===== config.mk =====
export PLATFORM = sky130hd
export DESIGN_NAME = gpio_out_bank
export DESIGN_NICKNAME = d
export VERILOG_FILES = /design/src/rtl/gpob_pkg.sv /design/src/rtl/gpob_lanes.sv /design/src/rtl/gpob_notify.sv /design/src/rtl/gpio_out_bank.sv
export SDC_FILE = /design/constraint.sdc
export NUM_CORES = 1
export LEC_CHECK = 0
export BUFFER_PORTS_ARGS = -buffer_cell sky130_fd_sc_hd__buf_2
export CAP_MARGIN = 20
export CORE_MARGIN = 2
export CORE_UTILIZATION = 57
export CTS_CLUSTER_SIZE = 25
export DETAILED_ROUTE_END_ITERATION = 7
export GPL_ROUTABILITY_DRIVEN = 0
export PLACE_DENSITY_LB_ADDON = 0.08
export SKIP_CTS_REPAIR_TIMING = 1
export SLEW_MARGIN = 20
export SYNTH_ARGS = -nofsm -noshare
export SYNTH_HDL_FRONTEND = slang
export SYNTH_SLANG_ARGS = --single-unit

===== constraint.sdc =====
create_clock -name clk -period 2.4 [get_ports clk]
set_input_delay 0.36 -clock clk [delete_from_list [all_inputs] [get_ports clk]]
set_output_delay 0.36 -clock clk [all_outputs]
set_load 0.02 [all_outputs]

===== src/rtl/gpob_pkg.sv =====
package gpob_pkg;
    typedef enum logic [0:0] {
        ST_QUIET  = 1'b0,
        ST_NOTIFY = 1'b1
    } notify_state_t;
endpackage


===== src/rtl/gpob_lanes.sv =====
module gpob_lanes #(
    parameter int ADDR_W = 8,
    parameter int LANE_W = 8,
    parameter int LANES  = 3,
    parameter logic [ADDR_W-1:0] BASE = 8'h78,
    localparam int W = LANE_W * LANES
) (
    input  logic              clk,
    input  logic              rst_n,
    input  logic              wr,
    input  logic [ADDR_W-1:0] addr,
    input  logic [LANE_W-1:0] wdata,
    output logic [W-1:0]      q,
    output logic [W-1:0]      q_next,
    output logic              wr_hit,
    output logic [LANE_W-1:0] rdata
);
    logic [LANES-1:0] sel;

    for (genvar i = 0; i < LANES; i++) begin : g_lane
        assign sel[i] = (addr == BASE + ADDR_W'(i));
        assign q_next[i*LANE_W +: LANE_W] =
            (wr && sel[i]) ? wdata : q[i*LANE_W +: LANE_W];
    end

    assign wr_hit = wr && (sel != '0);

    always_ff @(posedge clk) begin
        if (!rst_n) q <= '0;
        else        q <= q_next;
    end

    always_comb begin
        rdata = '0;
        for (int i = 0; i < LANES; i++)
            if (sel[i]) rdata = rdata | q[i*LANE_W +: LANE_W];
    end

    // storage only moves on a write that addresses this bank
    p_hold_r2: assert property (@(posedge clk) disable iff (!rst_n)
        !wr_hit |=> $stable(q));
endmodule


===== src/rtl/gpob_notify.sv =====
module gpob_notify
    import gpob_pkg::*;
#(
    parameter int LINES = 16
) (
    input  logic             clk,
    input  logic             rst_n,
    input  logic             upd,
    input  logic [LINES-1:0] lvl_next,
    output logic [LINES-1:0] lvl_pub,
    output logic [LINES-1:0] chg_mask,
    output logic             chg_valid
);
    notify_state_t    state_q, state_d;
    logic [LINES-1:0] diff;

    assign diff = lvl_pub ^ lvl_next;

    always_comb begin
        state_d = ST_QUIET;
        unique case (state_q)
            ST_QUIET:  state_d = (upd && diff != '0) ? ST_NOTIFY : ST_QUIET;
            ST_NOTIFY: state_d = (upd && diff != '0) ? ST_NOTIFY : ST_QUIET;
            default:   state_d = ST_QUIET;
        endcase
    end

    always_ff @(posedge clk) begin
        if (!rst_n) state_q <= ST_QUIET;
        else        state_q <= state_d;
    end

    always_ff @(posedge clk) begin
        if (!rst_n) begin
            lvl_pub  <= '0;
            chg_mask <= '0;
        end else if (upd) begin
            lvl_pub  <= lvl_next;
            chg_mask <= diff;
        end
    end

    assign chg_valid = (state_q == ST_NOTIFY);

    p_mask_nonzero_r5: assert property (@(posedge clk) disable iff (!rst_n)
        chg_valid |-> chg_mask != '0);
    p_mask_level_r5: assert property (@(posedge clk) disable iff (!rst_n)
        chg_valid |-> chg_mask == (lvl_pub ^ $past(lvl_pub)));
    p_no_strobe_idle_r6: assert property (@(posedge clk) disable iff (!rst_n)
        !upd |=> !chg_valid);
    p_level_hold_r4: assert property (@(posedge clk) disable iff (!rst_n)
        !upd |=> $stable(lvl_pub));
endmodule


===== src/rtl/gpio_out_bank.sv =====
module gpio_out_bank #(
    parameter int ADDR_W = 8,
    parameter int LANE_W = 8,
    parameter int LANES  = 3,
    parameter int LINES  = 16,
    parameter logic [ADDR_W-1:0] DATA_BASE = 8'h78,
    parameter logic [ADDR_W-1:0] OE_BASE   = 8'h7C
) (
    input  logic              clk,
    input  logic              rst_n,
    input  logic              reg_wr,
    input  logic [ADDR_W-1:0] reg_addr,
    input  logic [LANE_W-1:0] reg_wdata,
    output logic [LANE_W-1:0] reg_rdata,
    output logic [LINES-1:0]  gpio_out,
    output logic [LINES-1:0]  chg_mask,
    output logic              chg_valid
);
    localparam int W = LANE_W * LANES;

    logic [W-1:0]      dat_q, dat_n, oe_q, oe_n;
    logic              dat_hit, oe_hit;
    logic [LANE_W-1:0] dat_rd, oe_rd;
    logic [LINES-1:0]  lvl_next;

    gpob_lanes #(.ADDR_W(ADDR_W), .LANE_W(LANE_W), .LANES(LANES), .BASE(DATA_BASE)) u_data (
        .clk(clk), .rst_n(rst_n), .wr(reg_wr), .addr(reg_addr), .wdata(reg_wdata),
        .q(dat_q), .q_next(dat_n), .wr_hit(dat_hit), .rdata(dat_rd));

    gpob_lanes #(.ADDR_W(ADDR_W), .LANE_W(LANE_W), .LANES(LANES), .BASE(OE_BASE)) u_oe (
        .clk(clk), .rst_n(rst_n), .wr(reg_wr), .addr(reg_addr), .wdata(reg_wdata),
        .q(oe_q), .q_next(oe_n), .wr_hit(oe_hit), .rdata(oe_rd));

    assign lvl_next  = dat_n[LINES-1:0] & oe_n[LINES-1:0];
    assign reg_rdata = dat_rd | oe_rd;

    gpob_notify #(.LINES(LINES)) u_notify (
        .clk(clk), .rst_n(rst_n), .upd(dat_hit | oe_hit), .lvl_next(lvl_next),
        .lvl_pub(gpio_out), .chg_mask(chg_mask), .chg_valid(chg_valid));

    // published lines track the stored registers
    p_out_follows_r4: assert property (@(posedge clk) disable iff (!rst_n)
        gpio_out == (dat_q[LINES-1:0] & oe_q[LINES-1:0]));
endmodule


Word level (Yosys, flattened, before mapping)
Cells that the tools add are included.
{"block": "classes", "n_reduce_logical": 12, "eq_ne": 6, "bitwise_logic": 8, "muxes": 11}
{"operator": "8-bit 2-to-1 mux", "count": 10}
{"operator": "8-bit by 7-bit == test with 1-bit output (second input constant)", "count": 6}
{"operator": "8-bit OR", "count": 5}
{"operator": "16-bit bitwise AND", "count": 1}
{"operator": "16-bit nonzero test", "count": 1}
{"operator": "16-bit bitwise XOR", "count": 1}
{"operator": "1-bit logical AND", "count": 9}
{"operator": "3-bit nonzero test", "count": 2}
{"operator": "1-bit 2-to-1 mux", "count": 1}
{"operator": "1-bit OR", "count": 1}
{"block": "totals", "out_inout_bits": 41, "register_bits": 81, "in_bits": 19, "elab_cells": 44}

Longest topological paths before layout
{"block": "depth", "ltp_word": 8, "depth_mapped": 9, "mapped_depth_nobuf": 6}

By module
Synthesis repeated with hierarchy kept, for this count alone.
{"block": "hier_totals", "hier_cells": 449, "area_unflattened_um2": 4570.6}
{"module": "gpob_lanes (u_oe)", "area_per_inst_um2": 1510.2, "instances": 1, "seq_area_each_um2": 480.5, "cells_per_inst": 148}
{"module": "gpob_lanes (u_data)", "area_per_inst_um2": 1503.9, "instances": 1, "seq_area_each_um2": 480.5, "cells_per_inst": 148}
{"module": "gpob_notify", "area_per_inst_um2": 1400.1, "instances": 1, "seq_area_each_um2": 660.6, "cells_per_inst": 128}
{"module": "gpio_out_bank", "area_per_inst_um2": 156.4, "instances": 1, "seq_area_each_um2": 0.0, "cells_per_inst": 25}

Least setup slack after synthesis
Ideal clock, no wire load.
{"block": "synth_timing", "path_type": "input-to-output", "startpoint": "input port reg_addr[2]", "endpoint": "output port reg_rdata[2]", "t_arrival_ns": 1.691, "n_path_buf": 3, "t_required_ns": 2.040, "path_slack_ns": 0.349, "path_stages": 7, "path_cell_list": "buf_6 > buf_6 > nand2b_1 > nor4b_4 > buf_2 > a222oi_1 > nand2_1"}
{"block": "synth_between", "elab_chain_len": 7, "word_cells_on_any_way": 17, "classes_between": "eq/ne (6); mux (6); bitwise (5)"}
{"item": "start, declared", "line": "gpio_out_bank.sv:12", "rtl": "input logic [ADDR_W-1:0] reg_addr,"}
{"item": "8-bit by 7-bit == test with 1-bit output", "line": "gpob_lanes.sv:21", "rtl": "assign sel[i] = (addr == BASE + ADDR_W'(i));"}
{"item": "8-bit 2-to-1 mux", "line": "gpob_lanes.sv:36", "rtl": "if (sel[i]) rdata = rdata | q[i*LANE_W +: LANE_W];"}
{"item": "8-bit OR", "line": "gpob_lanes.sv:36"}
{"item": "8-bit 2-to-1 mux", "line": "gpob_lanes.sv:36"}
{"item": "8-bit OR", "line": "gpob_lanes.sv:36"}
{"item": "8-bit 2-to-1 mux", "line": "gpob_lanes.sv:36"}
{"item": "8-bit OR (*)", "line": "gpio_out_bank.sv:35", "rtl": "assign reg_rdata = dat_rd | oe_rd;"}
{"item": "end, declared", "line": "gpio_out_bank.sv:14", "rtl": "output logic [LANE_W-1:0] reg_rdata,"}
Every way passes the cells marked *; elsewhere a longest branch is shown, timed or not.

Worst setup path after layout
{"block": "layout_timing", "startpoint": "input port reg_addr[0]", "endpoint": "output port reg_rdata[4]"}
Same word-level chain as after synthesis.

==> reports/qor.yml <==
timing:
  hold_viol: 0
  worst_slew_pin_slew_ps: 723
  fmax_mhz: 431
  clock-skew-final_ps: 11.6
  maxSlewHeadroom: 0.514
  post-route-period-util: 0.968
  rsz0062_at_grt: "false"
  fin_tns_setup_ps: 0
  maxSlewViolCount: 0
  setup_viol: 0
  period_minus_slack_ps: 2320
setup_path:
  criticalPathCategory: "input pin to primary output"
  worstPathRequired_ps: 2040
  endpoint_kind: "primary output"
  start_kind: "input pin"
  cp.arrival_ps: 1960
  slowest_stage: "nor2_1"
  worstPathCellList: "buf_2 > nor2b_1 > nand2_1 > nor2_1 > a222oi_1 > nand2_1 > buf_2"
  critical_path.top_delay_family: "simple AND/OR/NAND/NOR gates"
  worst-path-max-fanout: 11
  ff2ff_path_depth: 6
  timing.critical_path.depth: 7
  critPathMaxStageDelay_ps: 470
  path_buf_inv: 2
route:
  vias: 3811
  ant_nets: 0
  avgViaCountPerCell: 6.05
  drtIter0Drc: 350
  avgRoutedWirePerCell_um: 17.0
  wirelength_um: 10700
  dr.pass1.iters: 5
  drc_errors: 0
synth:
  muxShareOfSynthArea: 0.0729
  syn_avg_cell_area_um2: 8.60
  synth_fp_nets: 498
  synth_cells: 479
  synth_seq_cells: 81
  ys_seq_area_frac: 0.393
  synth_edf_count: 0
  synth-xor-area-share: 0.0170
  ys_types: 45
  synthFlopType: "dfxtp_1"
  syn-cell-area_um2: 4120
  synth_compound_area_frac: 0.210
  synthArstFlopShare: 0
  synth_top_family_by_area: "simple AND/OR/NAND/NOR gates"
  ys_warn_count: 0
  yosys.area_share.simple: 0.253
  synth_fa_ha_area_frac: 0
global_route:
  grt_usage: 0.279
  grt_pass1_wl_um: 17000
  grt_pass1_vias: 3408
  antenna_found_initial: 0
  grt_max_degree: 55
  grt-ovfl-total: 0
job:
  maxCapViolCount: 0
finish:
  final_common_cell: "nand2_1"
  area_growth_pct: 13.4
  antenna_cells: 0
  final_layout_size_suffix_gt1_frac: 0.204
  final_cell_mix: "nand2_1 (100), dfxtp_1 (81), buf_2 (59), a21oi_1 (32), a21boi_0 (32)"
  multiInputGateArea_um2: 2290
  regArea_um2: 1620
  nNetsFinal: 548
  fin_cells: 630
  nFillCells: 638
power:
  vdd_ir_drop_max_v: 0.000283
  leakagePower_nw: 1.88
  power_density_nw_per_um2: 536
floorplan:
  rows: 30
  core_um2: 6910
  die_w_um: 89.0
  start_util: 0.597
  io_pins: 60
  die_y_um: 89.0
  die_area_um2: 7930
clock_network:
  clkLatencyLatePin_ps: 360
  cts_buffers: 9
  path_clk_slew_ps: 90
  clock_path_buffers: 2
  cts_tree: "built"
  cts.sinks: 81
  root_buffer: "clkbuf_8"
  cts_htree_levels: 3
place:
  numPortBuffers: 59
  dp_cells: 614
  place_hpwl_um: 7700
hold_path:
  hp-class: "input pin to register"
  holdPathStages: 3
run_status:
  status: "complete, no violations"
## logic make-up after synthesis
logic type / Yosys count
xor gates and xnor gates: 8
DFF: 81
muxes: 29
buffers and inverters: 42
and+or+nand+nor: 201
AOI/OAI and AO/OA: 118
## power by group
part	internal, mW	switching [mW]
registers	1.35	0.00330
logic	0.0525	0.0966
clock network	0.487	0.521
## per-stage QoR
stage          setup WS [ps]  area [um^2]  total power, mW  hold slack (ps)   util
2_1_floorplan            349         4120             1.48              443      -
3_3_place_gp            70.9         4470             1.52              439  0.647
3_5_place_dp            47.4         4470             1.53              444  0.647
4_1_cts                 56.1         4670             2.51              296  0.676
5_1_grt                 18.9         4680             2.58              309  0.677
6_report                77.9         4680             2.51              300  0.677
## metal layers
metal,global-route usage,routed length (um),vias up
li1,-,-,1828
met1,0.372,4830,1805
met2,0.463,5000,165
met3,0.0563,785,13
met4,0.0733,118,0
met5,0,0,-
## sequential cells by signal, indices dropped and copies added (netlist names)
signal	count
u_notify.chg_valid	1
u_notify.lvl_pub	16
u_data.q	24
u_notify.chg_mask	16
u_oe.q	24
## cells in the mapped netlist (2+ instances only)
cell / count / area share
and4b_1: 2 / 0.0049
a21oi_1: 32 / 0.039
o311a_1: 4 / 0.0097
a31oi_1: 8 / 0.012
nand2_1: 100 / 0.091
nor4_2: 2 / 0.0061
buf_2: 9 / 0.011
nand2b_1: 5 / 0.0076
buf_6: 6 / 0.016
a22oi_1: 2 / 0.0036
o21ai_0: 5 / 0.0061
mux2_2: 8 / 0.022
dfxtp_1: 81 / 0.39
inv_1: 6 / 0.0055
clkbuf_1: 18 / 0.016
nand4_1: 5 / 0.0076
mux2i_1: 21 / 0.051
nand3_1: 16 / 0.019
nand4b_4: 2 / 0.012
a311oi_1: 4 / 0.0085
o211a_1: 7 / 0.017
buf_4: 2 / 0.0036
nor2b_1: 14 / 0.021
a21boi_0: 32 / 0.058
xnor2_1: 7 / 0.015
a222oi_1: 16 / 0.039
nor4_1: 10 / 0.015
nor2_1: 24 / 0.022
or3_1: 8 / 0.012
o22ai_1: 2 / 0.0030
and3b_1: 3 / 0.0064
o211ai_1: 5 / 0.0091
## path summary, 6_finish.rpt
check	slack, ps	from	endpoint
max	80	reg_addr[0]	reg_rdata[4]
max reg2reg	470	u_data.q[9]	u_notify.chg_valid
min reg2reg	450	u_notify.chg_mask[14]	u_notify.chg_mask[14]
min	300	reg_wdata[2]	u_data.q[10]
## worst min-delay path: cells and delay by family
kind	cells	cell delay, ps
AND/OR/NAND/NOR	1	50
AO/OA/AOI/OAI	1	70
buffers and inverters	1	130
## area by class of cell
cell class / instances / share of cell area
timing repair buffer: 74 / 0.0899
tap: 96 / 0.0257
clock buffer: 9 / 0.0265
inverter: 7 / 0.00562
multi-input combinational: 356 / 0.489
clock inverter: 7 / 0.0163
sequential: 81 / 0.347
(Power assumes the default switching activity.)
